`src/rtl/dmis_pkg.sv`:
```
package dmis_pkg;

    typedef enum logic [1:0] {
        KIND_DDR3   = 2'd0,
        KIND_LPDDR2 = 2'd1,
        KIND_LPDDR3 = 2'd2,
        KIND_RSVD   = 2'd3
    } mem_kind_e;

    localparam logic [2:0] OP_DESELECT      = 3'd1;
    localparam logic [2:0] OP_PRECHARGE_ALL = 3'd2;
    localparam logic [2:0] OP_MODE_WRITE    = 3'd3;
    localparam logic [2:0] OP_ZQ_LONG       = 3'd4;

    typedef enum logic [4:0] {
        S_IDLE,
        S_D_DES, S_D_DES_W, S_D_PREA,
        S_D_MR2, S_D_MR3, S_D_MR1, S_D_MR0, S_D_ZQ,
        S_L_RST, S_L_RST_W, S_L_CALA, S_L_CALA_W, S_L_CALB, S_L_CALB_W,
        S_L_MR1, S_L_MR2, S_L_MR3, S_L_MR11,
        S_DONE
    } seq_state_e;

    function automatic int arg_width(input int ba_w, input int addr_w,
                                     input int ma_w, input int op_w);
        return (ba_w + addr_w > ma_w + op_w) ? ba_w + addr_w : ma_w + op_w;
    endfunction

endpackage

```
`src/rtl/mis_us_timer.sv`:
```
module mis_us_timer #(
    parameter int CYC_PER_US = 100,
    parameter int MAX_US     = 10,
    localparam int CW        = $clog2(MAX_US * CYC_PER_US + 1),
    localparam int US_W      = $clog2(MAX_US + 1)
) (
    input  logic            clk,
    input  logic            rst_n,
    input  logic            load_i,
    input  logic [US_W-1:0] us_i,
    output logic            last_o
);
    logic [CW-1:0] count_q;

    always_ff @(posedge clk or negedge rst_n) begin
        if (!rst_n) begin
            count_q <= '0;
        end else if (load_i) begin
            count_q <= CW'(int'(us_i) * CYC_PER_US);
        end else if (count_q != '0) begin
            count_q <= count_q - 1'b1;
        end
    end

    assign last_o = (count_q == CW'(1));

    // the pause shrinks by one each cycle until it expires
    p_count_down_r6: assert property (@(posedge clk) disable iff (!rst_n)
        (count_q > CW'(1) && !load_i) |=> (count_q == $past(count_q) - 1'b1));

endmodule

```
`src/rtl/mis_cmd_pack.sv`:
```
module mis_cmd_pack #(
    parameter int ADDR_W = 14,
    parameter int BA_W   = 3,
    parameter int MA_W   = 8,
    parameter int OP_W   = 8,
    parameter int ARG_W  = 17
) (
    input  logic              is_lp_i,
    input  logic [MA_W-1:0]   idx_i,
    input  logic [ADDR_W-1:0] val_i,
    output logic [ARG_W-1:0]  arg_o
);
    always_comb begin
        arg_o = '0;
        if (is_lp_i) begin
            arg_o[OP_W-1:0]    = val_i[OP_W-1:0];
            arg_o[OP_W +: MA_W] = idx_i;
        end else begin
            arg_o[ADDR_W-1:0]     = val_i;
            arg_o[ADDR_W +: BA_W] = idx_i[BA_W-1:0];
        end
    end
endmodule

```
`src/rtl/dram_mr_init_seq.sv`:
```
module dram_mr_init_seq
    import dmis_pkg::*;
#(
    parameter int CYC_PER_US    = 100,
    parameter int ADDR_W        = 14,
    parameter int BA_W          = 3,
    parameter int MA_W          = 8,
    parameter int OP_W          = 8,
    parameter int LONG_WAIT_US  = 10,
    parameter int SHORT_WAIT_US = 1,
    parameter int DLL_RST_BIT   = 8,
    localparam int ARG_W        = arg_width(BA_W, ADDR_W, MA_W, OP_W),
    localparam int US_W         = $clog2(LONG_WAIT_US + 1)
) (
    input  logic              clk,
    input  logic              rst_n,
    input  logic              start_i,
    input  logic [1:0]        mem_kind_i,
    input  logic [ADDR_W-1:0] mr0_i,
    input  logic [ADDR_W-1:0] mr1_i,
    input  logic [ADDR_W-1:0] mr2_i,
    input  logic [ADDR_W-1:0] mr3_i,
    input  logic [OP_W-1:0]   mr11_i,
    input  logic              cmd_ack_i,
    output logic              cmd_start_o,
    output logic [1:0]        cmd_rank_o,
    output logic [2:0]        cmd_code_o,
    output logic [ARG_W-1:0]  cmd_arg_o,
    output logic              busy_o,
    output logic              done_o
);
    localparam logic [1:0] RANK_BOTH = 2'b11;

    seq_state_e        state_q, nxt;
    mem_kind_e         kind_q;
    logic [ADDR_W-1:0] mr0_q, mr1_q, mr2_q, mr3_q;
    logic [OP_W-1:0]   mr11_q;
    logic              start_q;
    logic [2:0]        code_q;
    logic [ARG_W-1:0]  arg_q;

    logic              is_cmd, is_lp, tmr_last, tmr_load;
    logic [2:0]        cur_code;
    logic [MA_W-1:0]   cur_idx;
    logic [ADDR_W-1:0] cur_val;
    logic [US_W-1:0]   nxt_us;
    logic [ARG_W-1:0]  packed_arg;

    // decode: what the current state issues and where it goes next
    always_comb begin
        cur_code = OP_MODE_WRITE;
        cur_idx  = '0;
        cur_val  = '0;
        nxt      = state_q;
        nxt_us   = '0;
        is_cmd   = 1'b1;
        is_lp    = (kind_q != KIND_DDR3);
        unique case (state_q)
            S_IDLE: begin
                is_cmd = 1'b0;
                nxt    = (mem_kind_e'(mem_kind_i) == KIND_DDR3) ? S_D_DES : S_L_RST;
            end
            S_D_DES: begin
                cur_code = OP_DESELECT;
                nxt      = S_D_DES_W;
                nxt_us   = US_W'(SHORT_WAIT_US);
            end
            S_D_DES_W: begin
                is_cmd = 1'b0;
                nxt    = S_D_PREA;
            end
            S_D_PREA: begin
                cur_code = OP_PRECHARGE_ALL;
                nxt      = S_D_MR2;
            end
            S_D_MR2: begin
                cur_idx = MA_W'(2);
                cur_val = mr2_q;
                nxt     = S_D_MR3;
            end
            S_D_MR3: begin
                cur_idx = MA_W'(3);
                cur_val = mr3_q;
                nxt     = S_D_MR1;
            end
            S_D_MR1: begin
                cur_idx = MA_W'(1);
                cur_val = mr1_q;
                nxt     = S_D_MR0;
            end
            S_D_MR0: begin
                cur_idx = MA_W'(0);
                cur_val = mr0_q | (ADDR_W'(1) << DLL_RST_BIT);
                nxt     = S_D_ZQ;
            end
            S_D_ZQ: begin
                cur_code = OP_ZQ_LONG;
                nxt      = S_DONE;
            end
            S_L_RST: begin
                cur_idx = MA_W'(8'h3F);
                nxt     = S_L_RST_W;
                nxt_us  = US_W'(LONG_WAIT_US);
            end
            S_L_RST_W: begin
                is_cmd = 1'b0;
                nxt    = S_L_CALA;
            end
            S_L_CALA: begin
                cur_idx = MA_W'(8'h0A);
                cur_val = ADDR_W'(8'hFF);
                nxt     = S_L_CALA_W;
                nxt_us  = US_W'(SHORT_WAIT_US);
            end
            S_L_CALA_W: begin
                is_cmd = 1'b0;
                nxt    = S_L_CALB;
            end
            S_L_CALB: begin
                cur_idx = MA_W'(8'h0A);
                cur_val = ADDR_W'(8'hFF);
                nxt     = S_L_CALB_W;
                nxt_us  = US_W'(SHORT_WAIT_US);
            end
            S_L_CALB_W: begin
                is_cmd = 1'b0;
                nxt    = S_L_MR1;
            end
            S_L_MR1: begin
                cur_idx = MA_W'(1);
                cur_val = mr1_q;
                nxt     = S_L_MR2;
            end
            S_L_MR2: begin
                cur_idx = MA_W'(2);
                cur_val = mr2_q;
                nxt     = S_L_MR3;
            end
            S_L_MR3: begin
                cur_idx = MA_W'(3);
                cur_val = mr3_q;
                nxt     = (kind_q == KIND_LPDDR3) ? S_L_MR11 : S_DONE;
            end
            S_L_MR11: begin
                cur_idx = MA_W'(11);
                cur_val = ADDR_W'(mr11_q);
                nxt     = S_DONE;
            end
            S_DONE: begin
                is_cmd = 1'b0;
                nxt    = S_IDLE;
            end
            default: begin
                is_cmd = 1'b0;
                nxt    = S_IDLE;
            end
        endcase
    end

    mis_cmd_pack #(
        .ADDR_W(ADDR_W), .BA_W(BA_W), .MA_W(MA_W), .OP_W(OP_W), .ARG_W(ARG_W)
    ) u_pack (
        .is_lp_i (is_lp),
        .idx_i   (cur_idx),
        .val_i   (cur_val),
        .arg_o   (packed_arg)
    );

    assign tmr_load = is_cmd && start_q && cmd_ack_i && (nxt_us != '0);

    mis_us_timer #(
        .CYC_PER_US(CYC_PER_US), .MAX_US(LONG_WAIT_US)
    ) u_timer (
        .clk    (clk),
        .rst_n  (rst_n),
        .load_i (tmr_load),
        .us_i   (nxt_us),
        .last_o (tmr_last)
    );

    // state register, configuration capture and command-port register
    always_ff @(posedge clk or negedge rst_n) begin
        if (!rst_n) begin
            state_q <= S_IDLE;
            kind_q  <= KIND_DDR3;
            mr0_q   <= '0;
            mr1_q   <= '0;
            mr2_q   <= '0;
            mr3_q   <= '0;
            mr11_q  <= '0;
            start_q <= 1'b0;
            code_q  <= '0;
            arg_q   <= '0;
        end else if (state_q == S_IDLE) begin
            if (start_i) begin
                kind_q  <= mem_kind_e'(mem_kind_i);
                mr0_q   <= mr0_i;
                mr1_q   <= mr1_i;
                mr2_q   <= mr2_i;
                mr3_q   <= mr3_i;
                mr11_q  <= mr11_i;
                state_q <= nxt;
            end
        end else if (is_cmd) begin
            if (!start_q) begin
                start_q <= 1'b1;
                code_q  <= cur_code;
                arg_q   <= packed_arg;
            end else if (cmd_ack_i) begin
                start_q <= 1'b0;
                state_q <= nxt;
            end
        end else if (state_q == S_DONE || tmr_last) begin
            state_q <= nxt;
        end
    end

    // outputs
    always_comb begin
        cmd_start_o = start_q;
        cmd_rank_o  = RANK_BOTH;
        cmd_code_o  = code_q;
        cmd_arg_o   = arg_q;
        busy_o      = (state_q != S_IDLE);
        done_o      = (state_q == S_DONE);
    end

    p_hold_word_r3: assert property (@(posedge clk) disable iff (!rst_n)
        (cmd_start_o && !cmd_ack_i) |=>
            (cmd_start_o && $stable(cmd_arg_o) && $stable(cmd_code_o)));

    p_drop_after_ack_r3: assert property (@(posedge clk) disable iff (!rst_n)
        (cmd_start_o && cmd_ack_i) |=> !cmd_start_o);

    p_idle_quiet_r3: assert property (@(posedge clk) disable iff (!rst_n)
        !busy_o |-> !cmd_start_o);

    p_dll_reset_r5: assert property (@(posedge clk) disable iff (!rst_n)
        (cmd_start_o && state_q == S_D_MR0) |-> cmd_arg_o[DLL_RST_BIT]);

    p_done_pulse_r9: assert property (@(posedge clk) disable iff (!rst_n)
        done_o |=> (!done_o && !busy_o));

endmodule

```
`config.mk`:
```
export PLATFORM = sky130hd
export DESIGN_NAME = dram_mr_init_seq
export DESIGN_NICKNAME = d
export VERILOG_FILES = /design/src/rtl/dmis_pkg.sv /design/src/rtl/mis_us_timer.sv /design/src/rtl/mis_cmd_pack.sv /design/src/rtl/dram_mr_init_seq.sv
export SDC_FILE = /design/constraint.sdc
export NUM_CORES = 1
export LEC_CHECK = 0
export BUFFER_PORTS_ARGS = -buffer_cell sky130_fd_sc_hd__buf_2
export CELL_PAD_IN_SITES_DETAIL_PLACEMENT = 0
export CELL_PAD_IN_SITES_GLOBAL_PLACEMENT = 1
export CORE_ASPECT_RATIO = 0.7
export CORE_MARGIN = 2
export CORE_UTILIZATION = 44
export DETAILED_ROUTE_END_ITERATION = 6
export PLACE_DENSITY = 0.87
export REMOVE_ABC_BUFFERS = 1
export SLEW_MARGIN = 20
export SYNTH_ARGS = -nofsm -noshare
export SYNTH_HDL_FRONTEND = slang
export SYNTH_SLANG_ARGS = --single-unit
export TNS_END_PERCENT = 20
```
`constraint.sdc`:
```
create_clock -name clk -period 3 [get_ports clk]
set_input_delay 0.6 -clock clk [delete_from_list [all_inputs] [get_ports clk]]
set_output_delay 0.6 -clock clk [all_outputs]
set_load 0.005 [all_outputs]
```
# After elaboration in Yosys (flattened, before gate mapping)
# Index checks and enable logic that the tools add are counted.
[classes]
addsub = 1
multipliers = 1
n_div = 0
magnitude_cmp = 0
eq_ne = 24
shift = 0
n_mux = 20
n_bitwise = 2
n_reduce_logical = 23
[op_table]
columns = ["cell", "count"]
rows = [
  ["$pmux W5 S18", 1],
  ["$pmux W14 S6", 1],
  ["$eq A5 B4 Y1 const B", 8],
  ["$pmux W6 S6", 1],
  ["$mux W5", 6],
  ["$eq A5 B3 Y1 const B", 4],
  ["$eq A5 B5 Y1 const B", 4],
  ["$mux W10", 2],
  ["$mux W16", 1],
  ["$reduce_or A14 Y1", 1],
  ["$eq A10 B1 Y1 const B", 1],
  ["$eq A5 B2 Y1 const B", 2],
  ["$reduce_bool A10 Y1", 1],
  ["$reduce_or A2 Y1", 5],
  ["$sub A10 B1 Y10 const B", 1],
  ["$pmux W3 S3", 1],
  ["$mul A4 B5 Y8 const B", 1],
  ["$pmux W4 S2", 1],
  ["$ne A3 B2 Y1 const B", 2],
  ["$eq A5 B1 Y1 const B", 1],
  ["$logic_not A5 Y1", 1],
  ["$mux W1", 5],
  ["$reduce_bool A5 Y1", 1],
  ["$mux W4", 1],
  ["13 further kinds", 18],
]
[word_totals]
register_bits = 102
latch_bits = 0
mem_bits_rw = 0
mem_bits_ro = 0
input_bits = 70
memories = 0

# Logic depth before layout (Yosys ltp)
[depth]
depth_word = 7
mapped_depth = 12
depth_no_buf = 8

# Cells and area by module
# From an unflattened synthesis, not the netlist that was laid out.
[unflattened]
hier_cells = 473
area_unflattened_um2 = 5402.7
[by_module_without_submodules]
columns = ["mod", "instances", "cells_each", "area_each_um2", "seq_area_each_um2"]
rows = [
  ["dram_mr_init_seq", 1, 372, 4423.0, 2277.2],
  ["mis_us_timer", 1, 83, 779.5, 250.2],
  ["mis_cmd_pack", 1, 18, 200.2, 0.0],
]

# Least setup slack after synthesis
# OpenSTA, ideal clock, no wires.
[synth_timing]
kind = "flip-flop to flip-flop"
start = "register state_q[3]"
end = "register u_timer.count_q[2]"
setup_ps = 79
t_arrival_ps = 2155
required_time_ps = 2921
slack_ps = 765
stages_incl_launch_ff = 12
n_path_buf = 4
cell_sequence = "dfrtp_1 > buf_4 > buf_6 > and2b_1 > buf_4 > nor3_1 > a21o_1 > nand2_1 > ha_1 > a211oi_1 > buf_2 > mux2i_1"
[synth_via]
elab_chain_len = 7
word_cells_on_any_way = 25
cone_classes = "1 x mul; 14 x eq/ne; 3 x mux; 7 x reduce/logical"
[synth_lines]
columns = ["element", "line", "text"]
rows = [
  ["from (decl)", "dram_mr_init_seq.sv:34", "seq_state_e state_q, nxt;"],
  ["from (signal assigned)", "dram_mr_init_seq.sv:202", "state_q <= nxt;"],
  ["from (signal assigned)", "dram_mr_init_seq.sv:211", "state_q <= nxt;"],
  ["from (signal assigned)", "dram_mr_init_seq.sv:214", "state_q <= nxt;"],
  ["parallel branches: the longest is 7 deep, another holds $mul A4 B5 Y8", "-", ""],
  ["to (signal assigned)", "mis_us_timer.sv:19", "count_q <= CW'(int'(us_i) * CYC_PER_US);"],
  ["to (signal assigned)", "mis_us_timer.sv:21", "count_q <= count_q - 1'b1;"],
  ["to (decl)", "mis_us_timer.sv:13", "logic [CW-1:0] count_q;"],
]
# Parallel ways; which one is timed is not known.
# A chain may end at the register's enable or synchronous reset.

# Worst setup path after layout
[layout_timing]
start = "register state_q[1]"
end = "register arg_q[12] (netlist: cmd_arg_o[12])"
[layout_via]
elab_chain_len = 4
word_cells_on_any_way = 26
cone_classes = "14 x eq/ne; 4 x mux; 1 x bitwise; 7 x reduce/logical"
[layout_lines]
columns = ["element", "line", "text"]
rows = [
  ["$eq A5 B5 Y1, or another cell as far along", "dram_mr_init_seq.sv:58", "unique case (state_q)"],
  ["$reduce_or A14 Y1 (no line) / $reduce_or A2 Y1 (equally long branches)", "-", ""],
  ["$mux W1, or another cell as far along", "dram_mr_init_seq.sv:58", ""],
  ["$reduce_and A3 Y1 (no line) / $mux W16 (equally long branches)", "-", ""],
  ["to (signal assigned)", "dram_mr_init_seq.sv:208", "arg_q <= packed_arg;"],
  ["to (decl)", "dram_mr_init_seq.sv:40", "logic [ARG_W-1:0] arg_q;"],
]
# Parallel ways exist; a longest one is shown, timed or not.

==> flow_metrics.env <==
export IMPL_outcome="completed"
export IMPL_yosysUniqueCellTypes=65
export IMPL_start_util_pct=45.73
export IMPL_power_leakage_nw=2.890
export IMPL_rows=32
export IMPL_synth_edf_count=0
export IMPL_reg2reg_from="state_q[1]"
export IMPL_cts_buffers=9
export IMPL_cap_violations=0
export IMPL_synth_top_cell_area_share_pct=49.47
export IMPL_ios=95
export IMPL_postCtsResizedCells=0
export IMPL_reg2regPathDepth=5
export IMPL_yosysTopAreaCell="dfrtp_1"
export IMPL_drt_first_pass_iters=5
export IMPL_cp_max_fo=19
export IMPL_syn_area_um2=5109
export IMPL_post_synth_cell_area_avg_um2=11.25
export IMPL_htreeDepth=3
export IMPL_r2r_setup_slack_ns=0.43
export IMPL_vias=3866
export IMPL_wl_mm=12.27
export IMPL_wl_per_cell_um=17.63
export IMPL_p_per_area_nw_per_um2=414.9
export IMPL_nets=616
export IMPL_drtAntennaViolNets=0
export IMPL_post_route_period_util_pct=85.71
export IMPL_fillCellCount=995
export IMPL_cts_tree="done"
export IMPL_gp_congestion=0.8992
export IMPL_multi_input_area_um2=2362
export IMPL_regArea_um2=2527
export IMPL_hold_class="primary input to asynchronous set/reset pin"
export IMPL_drtIter0Drc=297
export IMPL_drc=0
export IMPL_tns_ns=0
export IMPL_cts_hold_buf=0
export IMPL_cp_start_kind="register"
export IMPL_die_y_um=94.15
export IMPL_max_clock_path_buffers=2
export IMPL_ys_async_sr_fraction_pct=100.0
export IMPL_syn_inst=454
export IMPL_tightest_slew_ns=0.8989
export IMPL_post_cts_buffers=0
export IMPL_reg2reg_to="cmd_arg_o[12]"
export IMPL_crit_path_end_kind="register"
export IMPL_area_growth_syn_to_layout_pct=17.00
export IMPL_clockRootBuffer="clkbuf_16"
export IMPL_vdd_drop_max_mv=0.3009
export IMPL_antenna_found_initial=1
export IMPL_clk_latency_ns=0.35
export IMPL_drv_slew=0
export IMPL_synthFlopType="dfrtp_1"
export IMPL_first_global_vias=3832
export IMPL_overflow=0
export IMPL_setup_violations=0
export IMPL_arrival_ns=2.83
export IMPL_track_usage_pct=20.53
export IMPL_final_cell_mix="dfrtp_1 (101), buf_2 (90), mux2_1 (50), nand2_1 (37)"
export IMPL_rsz0062_at_grt="no"
export IMPL_fin_crit_ns=2.571
export IMPL_cp_required_ns=3.26
export IMPL_die_area_um2=12500
export IMPL_hold_violations=0
export IMPL_fmax_mhz=388.9
export IMPL_fp_dieW_um=132.8
export IMPL_diodes=0
export IMPL_layout_drive_gt1_share_pct=29.10
export IMPL_worst_clock_skew_ns=0.009793
export IMPL_cts_sinks=101
export IMPL_layout_commonest_cell="dfrtp_1"
export IMPL_netlist_top_cells_area="dfrtp_1 (49%), mux2_1 (11%), mux2_2 (3.7%), nand2_1 (2.7%), a221o_1 (2.5%)"
export IMPL_port_buffers=91
export IMPL_core_area_um2=11170
export IMPL_hold_ws_ns=0.3298
export IMPL_clk_pin_slew_worst_paths_ns=0.06
export IMPL_slew_headroom_pct=39.62
export IMPL_hpwl_mm=8.818
export IMPL_grt_start_max_net_pins=62
export IMPL_grt_pass1_wl_mm=19.92
export IMPL_ys_seq_area_share_pct=49.47
export IMPL_synth_warnings=0
export IMPL_synth_seq_cells=101
export IMPL_vias_per_cell=5.555
export IMPL_worstSetupPathType="register to register"
==> power breakdown <==
group          switching, mW  internal, mW  total [mW]
logic                 0.0403        0.0347      0.0749
registers                  0          1.36        1.36
clock network          0.490         0.553        1.04
==> synthesized netlist by cell type (all sizes together), types with 4 or more instances <==
cell	instances
dfrtp	101
mux2	68
nand2	37
buf	29
o21ai	29
a21oi	23
nor2	21
nor3	18
inv	14
a221o	13
nand3	10
a221oi	9
nor2b	7
ha	6
xnor2	5
a222oi	4
nand2b	4
nor4	4
o211ai	4
or2	4
xor2	4
==> sequential cells by signal, summed over array words and instances, names as in the netlist <==
register         cells
cmd_arg_o           17
cmd_code_o           3
cmd_start_o          1
kind_q               2
mr0_q               13
mr11_q               8
mr1_q               14
mr2_q               14
mr3_q               14
state_q              5
u_timer.count_q     10
==> final cells by class <==
type | count | share of cell area [%]
flip-flops and latches | 101 | 42.29
multi-input cells | 309 | 39.52
repair buffers | 105 | 9.839
clock buffers | 10 | 3.831
well taps | 153 | 3.203
inverters | 14 | 0.8792
clock inverters | 4 | 0.4396
==> through the flow <==
stage	setup slack (ns)	util, %	total power, mW	std cells	area [µm²]
2_1_floorplan	-0.3981	-	1.390	424	4930
3_3_place_gp	0.5310	51.22	1.464	682	5722
3_5_place_dp	0.4777	51.22	1.465	682	5722
4_1_cts	0.4765	53.51	2.504	696	5977
5_1_grt	0.2284	53.51	2.570	696	5977
6_report	0.4286	53.51	2.480	696	5977
==> worst max-delay path, stage by stage (launching register included) <==
cell and delay [ns]:
dfrtp_1 0.73, nand2_1 0.26, nor4_4 0.80, a222oi_1 0.21, a221o_1 0.34, a21oi_1 0.15
==> metal layers <==
layer | wire length [µm] | global-route usage, % | up-vias
met1 | 5927 | 28.65 | 1896
met4 | 179 | 5.108 | 0
met2 | 5241 | 30.70 | 137
met5 | 0 | 0 | -
li1 | - | - | 1818
met3 | 921 | 7.066 | 15
==> cell families after synthesis <==
kind of cell,Yosys count,share of synthesized area (%)
adders and majority gates,6,1.469
other,1,0.07340
and+or+nand+nor,115,11.90
DFF,101,49.47
buffers and inverters,45,4.605
xor gates and xnor gates,9,1.690
AOI/OAI and AO/OA,107,15.33
muxes,70,15.45
==> worst max path at each step <==
| stage | cells after the start | startpoint | endpoint |
|---|---|---|---|
| 2_1_floorplan | 3 | state_q[3] | kind_q[0] |
| 3_3_place_gp | 5 | state_q[1] | cmd_arg_o[9] |
| 3_5_place_dp | 5 | state_q[1] | cmd_arg_o[13] |
| 4_1_cts | 5 | state_q[1] | cmd_arg_o[13] |
| 5_1_grt | 5 | state_q[1] | cmd_arg_o[10] |
| 6_report | 5 | state_q[1] | cmd_arg_o[12] |
Note: power is estimated with default switching activity, not from simulation.
